<file path="src/rtl/cfgdec_pkg.sv">
package cfgdec_pkg;
  localparam int DATA_W  = 32;
  localparam int PORT_W  = 16;
  localparam int OFS_W   = 8;
  localparam int FN_W    = 3;
  localparam int DEV_W   = 5;
  localparam int BUS_W   = 8;
  localparam int FN_LSB  = OFS_W;
  localparam int DEV_LSB = FN_LSB + FN_W;
  localparam int BUS_LSB = DEV_LSB + DEV_W;
  localparam int EN_BIT  = DATA_W - 1;
  localparam int BDF_W   = BUS_W + DEV_W + FN_W;

  localparam logic [DATA_W-1:0] ADDR_KEEP =
    (DATA_W'(1) << EN_BIT) |
    (((DATA_W'(1) << (BUS_LSB + BUS_W)) - DATA_W'(1)) & ~DATA_W'(3));

  typedef enum logic [1:0] {
    SZ_BYTE  = 2'd0,
    SZ_WORD  = 2'd1,
    SZ_DWORD = 2'd2,
    SZ_RSVD  = 2'd3
  } size_e;

  typedef enum logic [1:0] {
    ACC_NONE    = 2'd0,
    ACC_ADDR_WR = 2'd1,
    ACC_ADDR_RD = 2'd2,
    ACC_FWD     = 2'd3
  } acc_e;

  typedef enum logic [1:0] {
    ST_IDLE  = 2'd0,
    ST_ISSUE = 2'd1,
    ST_WAIT  = 2'd2,
    ST_ACK   = 2'd3
  } state_e;

  function automatic logic [DATA_W-1:0] size_mask(input logic [1:0] sz);
    case (sz)
      SZ_BYTE: size_mask = DATA_W'(8'hFF);
      SZ_WORD: size_mask = DATA_W'(16'hFFFF);
      default: size_mask = '1;
    endcase
  endfunction
endpackage

</file>
<file path="src/rtl/cfgdec_rst_sync.sv">
module cfgdec_rst_sync (
  input  logic clk,
  input  logic rst_n_in,
  output logic rst_n_out
);
  logic [1:0] sync_q;

  always_ff @(posedge clk or negedge rst_n_in) begin
    if (!rst_n_in) sync_q <= 2'b00;
    else           sync_q <= {sync_q[0], 1'b1};
  end

  assign rst_n_out = sync_q[1];
endmodule

</file>
<file path="src/rtl/cfgdec_addr_reg.sv">
module cfgdec_addr_reg
  import cfgdec_pkg::*;
(
  input  logic              clk,
  input  logic              rst_n,
  input  logic              wr_en,
  input  logic [DATA_W-1:0] wdata,
  output logic [DATA_W-1:0] addr_q
);
  logic [DATA_W-1:0] addr_d;

  always_comb begin
    addr_d = addr_q;
    if (wr_en) addr_d = wdata & ADDR_KEEP;
  end

  always_ff @(posedge clk or negedge rst_n) begin
    if (!rst_n) addr_q <= '0;
    else        addr_q <= addr_d;
  end
endmodule

</file>
<file path="src/rtl/cfgdec_classify.sv">
module cfgdec_classify
  import cfgdec_pkg::*;
#(
  parameter logic [PORT_W-1:0] ADDR_PORT = 16'h0CF8,
  parameter logic [PORT_W-1:0] DATA_PORT = 16'h0CFC
) (
  input  logic              en_bit,
  input  logic [BDF_W-1:0]  addr_bdf,
  input  logic [OFS_W-1:0]  addr_ofs,
  input  logic [BDF_W-1:0]  tgt_bdf,
  input  logic              io_wr,
  input  logic [PORT_W-1:0] io_port,
  input  logic [1:0]        io_size,
  output acc_e              kind,
  output logic [OFS_W-1:0]  ofs
);
  localparam int LANE_W = 2;

  logic [LANE_W-1:0] lane;
  logic              is_addr, in_win, bdf_hit, size_ok;

  always_comb begin
    lane    = io_port[LANE_W-1:0];
    is_addr = (io_port == ADDR_PORT);
    in_win  = (io_port[PORT_W-1:LANE_W] == DATA_PORT[PORT_W-1:LANE_W]);
    bdf_hit = (addr_bdf == tgt_bdf);
    size_ok = (io_size == SZ_BYTE) || (io_size == SZ_WORD) ||
              ((io_size == SZ_DWORD) && (lane == '0));
    ofs     = addr_ofs + OFS_W'(lane);

    kind = ACC_NONE;
    if (is_addr && (io_size == SZ_DWORD))
      kind = io_wr ? ACC_ADDR_WR : ACC_ADDR_RD;
    else if (in_win && en_bit && bdf_hit && size_ok)
      kind = ACC_FWD;
  end
endmodule

</file>
<file path="src/rtl/cfgdec_seq.sv">
module cfgdec_seq
  import cfgdec_pkg::*;
(
  input  logic              clk,
  input  logic              rst_n,
  input  logic              io_req,
  input  logic              io_wr,
  input  logic [1:0]        io_size,
  input  logic [DATA_W-1:0] io_wdata,
  input  acc_e              kind,
  input  logic [OFS_W-1:0]  ofs,
  input  logic [DATA_W-1:0] addr_q,
  output logic              addr_wr_en,
  output logic              io_done,
  output logic [DATA_W-1:0] io_rdata,
  output logic              ds_req_valid,
  input  logic              ds_req_ready,
  output logic              ds_wr,
  output logic [OFS_W-1:0]  ds_offset,
  output logic [1:0]        ds_size,
  output logic [DATA_W-1:0] ds_wdata,
  input  logic              ds_rsp_valid,
  input  logic [DATA_W-1:0] ds_rsp_data
);
  state_e            st_q, st_d;
  logic [DATA_W-1:0] rd_q, rd_d;
  logic              wr_q, wr_d;
  logic [OFS_W-1:0]  ofs_q, ofs_d;
  logic [1:0]        sz_q, sz_d;
  logic [DATA_W-1:0] wd_q, wd_d;
  logic              cap_en;

  always_comb begin
    st_d       = st_q;
    rd_d       = rd_q;
    addr_wr_en = 1'b0;
    cap_en     = 1'b0;
    case (st_q)
      ST_IDLE: if (io_req) begin
        case (kind)
          ACC_ADDR_WR: begin addr_wr_en = 1'b1; rd_d = '0;     st_d = ST_ACK; end
          ACC_ADDR_RD: begin                    rd_d = addr_q; st_d = ST_ACK; end
          ACC_FWD:     begin cap_en = 1'b1;                    st_d = ST_ISSUE; end
          default:     begin                    rd_d = '0;     st_d = ST_ACK; end
        endcase
      end
      ST_ISSUE: if (ds_req_ready) begin
        if (wr_q) begin rd_d = '0; st_d = ST_ACK; end
        else            st_d = ST_WAIT;
      end
      ST_WAIT: if (ds_rsp_valid) begin
        rd_d = ds_rsp_data & size_mask(sz_q);
        st_d = ST_ACK;
      end
      default: st_d = ST_IDLE;
    endcase
  end

  always_comb begin
    wr_d  = wr_q;
    ofs_d = ofs_q;
    sz_d  = sz_q;
    wd_d  = wd_q;
    if (cap_en) begin
      wr_d  = io_wr;
      ofs_d = ofs;
      sz_d  = io_size;
      wd_d  = io_wdata;
    end
  end

  always_ff @(posedge clk or negedge rst_n) begin
    if (!rst_n) begin
      st_q  <= ST_IDLE;
      rd_q  <= '0;
      wr_q  <= 1'b0;
      ofs_q <= '0;
      sz_q  <= SZ_BYTE;
      wd_q  <= '0;
    end else begin
      st_q  <= st_d;
      rd_q  <= rd_d;
      wr_q  <= wr_d;
      ofs_q <= ofs_d;
      sz_q  <= sz_d;
      wd_q  <= wd_d;
    end
  end

  assign io_done      = (st_q == ST_ACK);
  assign io_rdata     = rd_q;
  assign ds_req_valid = (st_q == ST_ISSUE);
  assign ds_wr        = wr_q;
  assign ds_offset    = ofs_q;
  assign ds_size      = sz_q;
  assign ds_wdata     = wd_q;
endmodule

</file>
<file path="src/rtl/cfg_port_decoder.sv">
module cfg_port_decoder
  import cfgdec_pkg::*;
#(
  parameter logic [PORT_W-1:0] ADDR_PORT = 16'h0CF8,
  parameter logic [PORT_W-1:0] DATA_PORT = 16'h0CFC
) (
  input  logic              clk,
  input  logic              rst_n,
  input  logic [BUS_W-1:0]  tgt_bus,
  input  logic [DEV_W-1:0]  tgt_dev,
  input  logic [FN_W-1:0]   tgt_fn,
  input  logic              io_req,
  input  logic              io_wr,
  input  logic [PORT_W-1:0] io_port,
  input  logic [1:0]        io_size,
  input  logic [DATA_W-1:0] io_wdata,
  output logic              io_done,
  output logic [DATA_W-1:0] io_rdata,
  output logic              ds_req_valid,
  input  logic              ds_req_ready,
  output logic              ds_wr,
  output logic [OFS_W-1:0]  ds_offset,
  output logic [1:0]        ds_size,
  output logic [DATA_W-1:0] ds_wdata,
  input  logic              ds_rsp_valid,
  input  logic [DATA_W-1:0] ds_rsp_data
);
  logic              rst_sync_n;
  logic [DATA_W-1:0] addr_q;
  logic              addr_wr_en;
  acc_e              kind;
  logic [OFS_W-1:0]  ofs;

  cfgdec_rst_sync u_rst (
    .clk       (clk),
    .rst_n_in  (rst_n),
    .rst_n_out (rst_sync_n)
  );

  cfgdec_addr_reg u_addr (
    .clk    (clk),
    .rst_n  (rst_sync_n),
    .wr_en  (addr_wr_en),
    .wdata  (io_wdata),
    .addr_q (addr_q)
  );

  cfgdec_classify #(.ADDR_PORT(ADDR_PORT), .DATA_PORT(DATA_PORT)) u_cls (
    .en_bit   (addr_q[EN_BIT]),
    .addr_bdf (addr_q[BUS_LSB+BUS_W-1:FN_LSB]),
    .addr_ofs (addr_q[OFS_W-1:0]),
    .tgt_bdf  ({tgt_bus, tgt_dev, tgt_fn}),
    .io_wr    (io_wr),
    .io_port  (io_port),
    .io_size  (io_size),
    .kind     (kind),
    .ofs      (ofs)
  );

  cfgdec_seq u_seq (
    .clk          (clk),
    .rst_n        (rst_sync_n),
    .io_req       (io_req),
    .io_wr        (io_wr),
    .io_size      (io_size),
    .io_wdata     (io_wdata),
    .kind         (kind),
    .ofs          (ofs),
    .addr_q       (addr_q),
    .addr_wr_en   (addr_wr_en),
    .io_done      (io_done),
    .io_rdata     (io_rdata),
    .ds_req_valid (ds_req_valid),
    .ds_req_ready (ds_req_ready),
    .ds_wr        (ds_wr),
    .ds_offset    (ds_offset),
    .ds_size      (ds_size),
    .ds_wdata     (ds_wdata),
    .ds_rsp_valid (ds_rsp_valid),
    .ds_rsp_data  (ds_rsp_data)
  );
endmodule

</file>
<file path="config.mk">
export PLATFORM = sky130hd
export DESIGN_NAME = cfg_port_decoder
export DESIGN_NICKNAME = d
export VERILOG_FILES = /design/src/rtl/cfgdec_pkg.sv /design/src/rtl/cfgdec_rst_sync.sv /design/src/rtl/cfgdec_addr_reg.sv /design/src/rtl/cfgdec_classify.sv /design/src/rtl/cfgdec_seq.sv /design/src/rtl/cfg_port_decoder.sv
export SDC_FILE = /design/constraint.sdc
export NUM_CORES = 1
export LEC_CHECK = 0
export CAP_MARGIN = 20
export CORE_MARGIN = 4
export CORE_UTILIZATION = 40
export CTS_BUF_LIST = sky130_fd_sc_hd__clkbuf_4
export DETAILED_ROUTE_END_ITERATION = 16
export GPL_TIMING_DRIVEN = 0
export PLACE_DENSITY = 0.74
export SETUP_SLACK_MARGIN = 0.4
export SKIP_LAST_GASP = 1
export SLEW_MARGIN = 25
export SYNTH_ARGS = -nofsm -noshare
export SYNTH_HDL_FRONTEND = slang
export SYNTH_SLANG_ARGS = --single-unit
</file>
<file path="constraint.sdc">
create_clock -name clk -period 7.9 [get_ports clk]
set_clock_uncertainty 0.15 [all_clocks]
set_input_delay 1.58 -clock clk [delete_from_list [all_inputs] [get_ports clk]]
set_output_delay 1.58 -clock clk [all_outputs]
set_load 0.02 [all_outputs]
</file>
==> results of run 1 <==
## per-layer routing
| metal | vias to the layer above | track usage (%) | part of all wire, % |
|---|---|---|---|
| met2 | 126 | 32.14 | 50 |
| met3 | 9 | 6.632 | 8.3 |
| li1 | 1529 | - | - |
| met5 | - | 0 | 0 |
| met4 | 0 | 3.678 | 0.81 |
| met1 | 1642 | 23.90 | 41 |
## stage by stage
step	cell area [sq um]	cells	utilization (%)
after floorplan	4608	319	-
after global placement	6585	639	59.44
after detailed placement	6629	641	59.84
after CTS	6773	657	61.14
after global routing	6779	657	61.19
final	6779	657	61.19
## final timing paths
path	start	endpoint	slack [ns]	cells after the start
min reg2reg	u_rst.sync_q[1]	u_seq.ds_wdata[5]	0.12	0
max in group asynchronous	rst_n	u_rst.sync_q[1]	6.34	1
min	u_rst.sync_q[1]	u_seq.ds_wdata[5]	0.12	0
max reg2reg	u_addr.addr_q[16]	u_seq.ds_wdata[20]	4.97	6
min in group clk	u_rst.sync_q[0]	u_rst.sync_q[1]	0.23	0
max	io_port[13]	u_addr.addr_q[14]	3.30	6
## power by group through the flow
stage	Combinational, uW	Sequential, uW	Clock, uW
2_1_floorplan	271	583	0
3_3_place_gp	422	572	0
3_5_place_dp	435	567	0
4_1_cts	438	557	297
5_1_grt	466	560	314
6_report	436	556	285
## cell type report
type,count,area [sq um],area share [%]
sequential,102,2556,37.71
multi-input combinational,186,1858,27.41
timing repair buffer,182,1842,27.17
tap,140,175.2,2.584
buffer,16,147.6,2.178
clock buffer,10,75.07,1.107
clock inverter,6,68.82,1.015
inverter,15,56.30,0.8306
## synthesized netlist by cell type (all sizes together) (2+ instances only)
cell	count	area [sq um]
nand4	3	18.77
or4	4	37.53
nor2	2	7.510
xnor2	13	113.9
clkbuf	2	7.510
ha	4	50.05
nand3	4	20.02
xor2	3	26.28
nor3	2	10.01
nor4	2	27.53
buf	13	131.4
dfrtp	102	2552
a22o	17	148.9
nand2	13	48.80
mux2i	9	90.09
a32o	6	60.06
mux2	89	1081
nand3b	2	15.01
o21ai	2	10.01
inv	15	56.30
## layout by cell type (no fill, tap or decap), types with 7 or more instances in the layout
cell type	instances
mux2_2	68
mux2_4	21
clkdlybuf4s50_1	180
xnor2_1	13
mux2i_1	9
clkbuf_4	10
a22o_1	17
buf_4	7
dfrtp_1	101
nand2_1	13
inv_1	15
## cells by family (layout without fill, tap and decap cells)
kind of cell             after synthesis  in the layout  synth area share (%)
other                                  1              1               0.08138
buffers and inverters                 31            229                 4.426
adder cells (fa/ha/maj)                4              4                 1.086
flip-flops                           102            102                 55.39
AND/OR/NAND/NOR                       36             36                 4.670
AO/OA/AOI/OAI                         31             31                 5.892
multiplexers                          98             98                 25.41
XOR/XNOR                              16             16                 3.041
## flip-flops by register name, summed over array words and instances, names as in the netlist
| name | cells |
|---|---|
| u_seq.ds_size | 2 |
| u_seq.ds_wr | 1 |
| u_seq.ds_wdata | 32 |
| u_addr.addr_q | 23 |
| u_seq.io_rdata | 32 |
| u_rst.sync_q | 2 |
| u_seq.ds_offset | 8 |
| u_seq.st_q | 2 |
==> metrics.txt, run 1 <==
status=completed; vias in the first global route=3676; Final TNS setup=0 ns; actual slew at the worst max-slew pin=0.8541 ns; initial antenna violation count=0; DR pass1 iterations=4; endpoints failing hold=0; Tcrit/Tclk final=58.23%; CP cell instances=clkdlybuf4s50_1, or4_1, or4_4, nor3_1, clkbuf_1, mux2_2; final hold slack=0.1196 ns; area growth from synthesis to layout=47.11%; number of remaining DRC errors=0; Synth Instances=319; Hold/Removal Path Class=reg -> async; Detailed Route WL=12560 microns; 1st-iter DRT viols=76; Seq/Total Area, Yosys=55.39%; Syn Area/Cell=14.45 sq um; leakage power=0.003060 uW; post-route setup slack=3.300 ns; power share of the combinational group=34.2%; Arr. time, crit path=4.79 ns; drt wl/cell=19.12 microns; Slew Viols, Final=0; CTS tree=built; CTS H-tree depth=3; TritonCTS Sinks=102; peak per-stage delay on the critical path=0.73 ns; Starting Density=41.60%; Vias=3306; first-pass GRT wire length=19580 microns; largest net degree at the start of global routing=41; Port Buffer Count=180; Clock transition at path regs=0.16 ns; Slew HR=42.62%; CP bufs+invs=2; sw frac=31.58%; unrepaired setup endpoints after global routing=false; post-cts sizing count=0; Clock Power Share=22.3%; cts hold-fix bufs=0; n_diodes=0; FMAX=0.2174 GHz; worst-path maximum fanout=10; Synth Net Count=427; critical path class=in -> reg; fraction of layout cells with a size suffix above 1=24.18%; vias per cell=5.032; Synth Warn #=0; CTS Root Cell=clkbuf_4; Core Footprint=0.01108 sq mm; most common flop cell mapped by yosys=dfrtp_1; dpl hpwl=9754 microns; Distinct cells, synth=37; Layout fillers=911; Final Setup Violations=0; Max VDD drop=0.1378 mV; Die Y-Extent=115.3 microns; Layout Nets=620; sequential power share=43.5%; Setup crit end kind=register; Placer Congestion=0.8269; total CTS buffers=9; Worst EP required=8.09 ns; Post-synth EDFFs=0; Synth async-reset ratio=100.0%; pwr dens=188.4 mW/mm^2; P_sw=403.3 uW; I/O pin count=181; Rows=38; internal power=874.0 uW; dpl ws=2.821 ns; GR Util All Layers=19.04%; Worst Setup Start Kind=primary input; Post-CTS Setup Repair Bufs=0; die area=0.01330 sq mm; maxcap violations=0; crit path time final=4.600 ns; Synth Register Bits=102; Synth Cell Area=0.004608 sq mm; slowest CP cell=nor3_1; clk_lat worst skew=0.44 ns; DRT antenna net count=0; gr ovfl total=0; Design Power=1277 uW; width of the die=115.3 microns; CTS Buffer Depth=2; cell family with most CP delay=simple AND/OR/NAND/NOR gates
Note: power is estimated with default switching activity, not from simulation.
==> run 2: changes to the inputs <==
==> constraint.sdc (replaced) <==
create_clock -name clk -period 4.4 [get_ports clk]
set_clock_uncertainty 0.15 [all_clocks]
set_input_delay 0.88 -clock clk [delete_from_list [all_inputs] [get_ports clk]]
set_output_delay 0.88 -clock clk [all_outputs]
set_load 0.02 [all_outputs]
==> results of run 2 <==
The final DEF is identical to that of run 1. Status: completed.
Main changes from that run: setup slack after placement 2.821 ns -> 0.02146 ns; setup slack after layout 3.300 ns -> 0.5001 ns; register-to-register setup slack 4.97 ns -> 1.47 ns; total power 1277 uW -> 2293 uW; worst IR drop on VDD 0.1378 mV -> 0.2474 mV
==> run 3: changes to the inputs <==
--- a/config.mk
+++ b/config.mk
@@ -6,11 +6,12 @@
 export NUM_CORES = 1
 export LEC_CHECK = 0
 export CAP_MARGIN = 20
-export CORE_MARGIN = 4
+export CORE_MARGIN = 2
 export CORE_UTILIZATION = 40
 export CTS_BUF_LIST = sky130_fd_sc_hd__clkbuf_4
 export DETAILED_ROUTE_END_ITERATION = 16
 export GPL_TIMING_DRIVEN = 0
+export MAX_ROUTING_LAYER = met4
 export PLACE_DENSITY = 0.74
 export SETUP_SLACK_MARGIN = 0.4
 export SKIP_LAST_GASP = 1
==> run 3 against run 2 <==
  * Fmax increased by 1.6%
  * Routed wire length down 4.0%
  * Power fell by 1.2%
  * Worst setup slack improved by 0.063 ns
  * Design area shrank 0.15%
  * Highest routed layer unchanged
  * Cell count up 0.30%
  * Critical path type unchanged
  * Combinational power fell by 2%
  * Clock power is 4% lower
  * Sequential share of layout area rose by 0.056 points
  * Core utilization shrank 1.4 points
  * Largest cell class unchanged
  * Register-to-register slack barely moved
  * Via count up 0.33%
==> metrics.txt, run 3 (synthesis results as in run 1) <==
status=completed (unchanged); Worst Setup Start Kind=primary input (unchanged); Max VDD drop=0.2707 mV (was 0.2474 mV); Arr. time, crit path=4.02 ns (was 4.09 ns); CTS tree=built (unchanged); fraction of layout cells with a size suffix above 1=24.03% (was 24.18%); TritonCTS Sinks=102 (unchanged); maxcap violations=0 (unchanged); Layout Cell Area excl Fill=0.006769 sq mm (was 0.006779 sq mm); number of remaining DRC errors=0 (unchanged); Reg2Reg Depth=6 (unchanged); vias per cell=5.033 (was 5.032); die area=0.01240 sq mm (was 0.01330 sq mm); met1 wire length=5151 microns (was 5201 microns); Die Y-Extent=111.3 microns (was 115.3 microns); n_diodes=0 (unchanged); CTS H-tree depth=3 (unchanged); post-cts sizing count=0 (unchanged); Starting Density=40.71% (was 41.60%); Detailed Route WL=12060 microns (was 12560 microns); Vias=3317 (was 3306); FMAX=0.2606 GHz (was 0.2564 GHz); DR pass1 iterations=4 (unchanged); sequential power share=44.2% (was 43.5%); worst-path maximum fanout=10 (unchanged); met2 wire len=6030 microns (was 6222 microns); Clock Power Share=21.8% (was 22.3%); GR Util All Layers=20.42% (was 19.04%); reg2reg setup slack=1.48 ns (was 1.47 ns); initial antenna violation count=0 (unchanged); commonest non-fill, non-tap cell in the layout=clkdlybuf4s50_1 (unchanged); clk_lat worst skew=0.44 ns (about the same); P_sw=694.6 uW (was 724.2 uW); total CTS buffers=9 (unchanged); reg-to-reg startpoint=u_addr.addr_q[9] (was u_addr.addr_q[16]); Slew HR=47.70% (was 42.62%); Post-Place Cell Area=0.006626 sq mm (was 0.006629 sq mm); crit path launch=io_port[13] (unchanged); Post-CTS Setup Repair Bufs=0 (unchanged); Layout Nets=619 (was 620); Clock transition at path regs=0.15 ns (was 0.16 ns); endpoints failing hold=0 (unchanged); critical path class=in -> reg (unchanged); CTS Buffer Depth=2 (unchanged); sw frac=30.67% (was 31.58%); unrepaired setup endpoints after global routing=false (unchanged); area growth from synthesis to layout=46.89% (was 47.11%); Design Power=2265 uW (was 2293 uW); cts hold-fix bufs=0 (unchanged); Port Buffer Count=180 (unchanged); Final TNS setup=0 ns (unchanged); Final Setup Violations=0 (unchanged); I/O pin count=181 (unchanged); Crit Reg-Reg Endpoint=u_seq.ds_wdata[19] (was u_seq.ds_wdata[20]); first-pass GRT wire length=19150 microns (was 19580 microns); internal power=1570 uW (was 1569 uW); width of the die=111.3 microns (was 115.3 microns); vias in the first global route=3629 (was 3676); DRT antenna net count=0 (unchanged); Placer Congestion=0.8067 (was 0.8269); CTS Root Cell=clkbuf_4 (unchanged); actual slew at the worst max-slew pin=0.7781 ns (was 0.8541 ns); leakage power=0.003053 uW (was 0.003060 uW); crit path time final=3.837 ns (was 3.900 ns); Slew Viols, Final=0 (unchanged); drt wl/cell=18.30 microns (was 19.12 microns); most frequent cells in the layout=clkdlybuf4s50_1 (180), dfrtp_1 (101), mux2_2 (68), mux2_4 (21), a22o_1 (17) (unchanged); Worst EP required=4.59 ns (about the same); Core Footprint=0.01132 sq mm (was 0.01108 sq mm); routed wl met3=671 microns (was 1038 microns); pwr dens=334.6 mW/mm^2 (was 338.3 mW/mm^2); Layout fillers=937 (was 911); largest net degree at the start of global routing=53 (was 41); gr ovfl total=0 (unchanged); 1st-iter DRT viols=78 (was 76); Setup crit end kind=register (unchanged); Tcrit/Tclk final=87.20% (was 88.63%); dpl hpwl=9204 microns (was 9754 microns); DR top layer=met4 (unchanged); Hold/Removal Path Class=reg -> async (unchanged); power share of the combinational group=34.1% (was 34.2%); Rows=39 (was 38)
[run 3: changes by cell type in the layout (fill, tap and decap cells not counted), sizes merged]
cell	delta
clkbuf	+1
inv	-3
buf	-1
clkinv	+2
[run 3: worst max-delay path, cell delays in order]
cell             delay, ns
clkdlybuf4s50_1       0.39
or4_1                 0.51
or4_4                 0.56
or4_4                 0.59
nor4_4                0.41
buf_4                 0.32
mux2_2                0.36
[run 3: worst max-delay path by stage]
stage	endpoint	slack, ns	cells past startpoint
floorplan	u_seq.io_rdata[10]	0.75	7
global placement	u_seq.io_rdata[25]	0.04	0
detailed placement	u_seq.ds_wdata[20]	0.04	7
CTS	u_seq.ds_wdata[20]	0.57	7
global route	u_addr.addr_q[12]	0.49	6
finish	u_seq.ds_wdata[19]	0.56	7
[run 3: power by group through the flow]
stage	combinational (uW)	clock (uW)	sequential, uW
3_5_place_dp	775	0	1020
6_report	771	493	1000
5_1_grt	828	556	1010
2_1_floorplan	486	0	1050
3_3_place_gp	753	0	1030
4_1_cts	780	519	1000
[run 3: stage by stage]
stage / cells / util [%] / hold slack (ns) / worst slack, ns
finish: 659 / 59.79 / 0.2244 / 0.5630
global route: 659 / 59.79 / 0.2334 / 0.4876
CTS: 659 / 59.79 / 0.2289 / 0.5672
detailed placement: 643 / 58.53 / 0.1952 / 0.04298
global placement: 642 / 58.20 / 0.1865 / 0.03821
floorplan: 319 / - / 0.1812 / 0.7492
[run 3: per-layer routing]
metal,vias up,track usage [%]
met4,0,7.160
met1,1643,25.33
met2,127,33.70
met5,-,-
li1,1527,-
met3,20,3.919
[run 3: layout make-up]
| cell class | count | area [sq um] | area share (%) |
|---|---|---|---|
| Timing Repair Buffer | 181 | 1829 | 27.02 |
| Buffer | 16 | 147.6 | 2.181 |
| Multi-Input combinational cell | 186 | 1858 | 27.45 |
| Clock buffer | 11 | 82.58 | 1.220 |
| Sequential cell | 102 | 2556 | 37.76 |
| Inverter | 15 | 56.30 | 0.8318 |
| Clock inverter | 5 | 60.06 | 0.8872 |
| Tap cell | 143 | 178.9 | 2.643 |
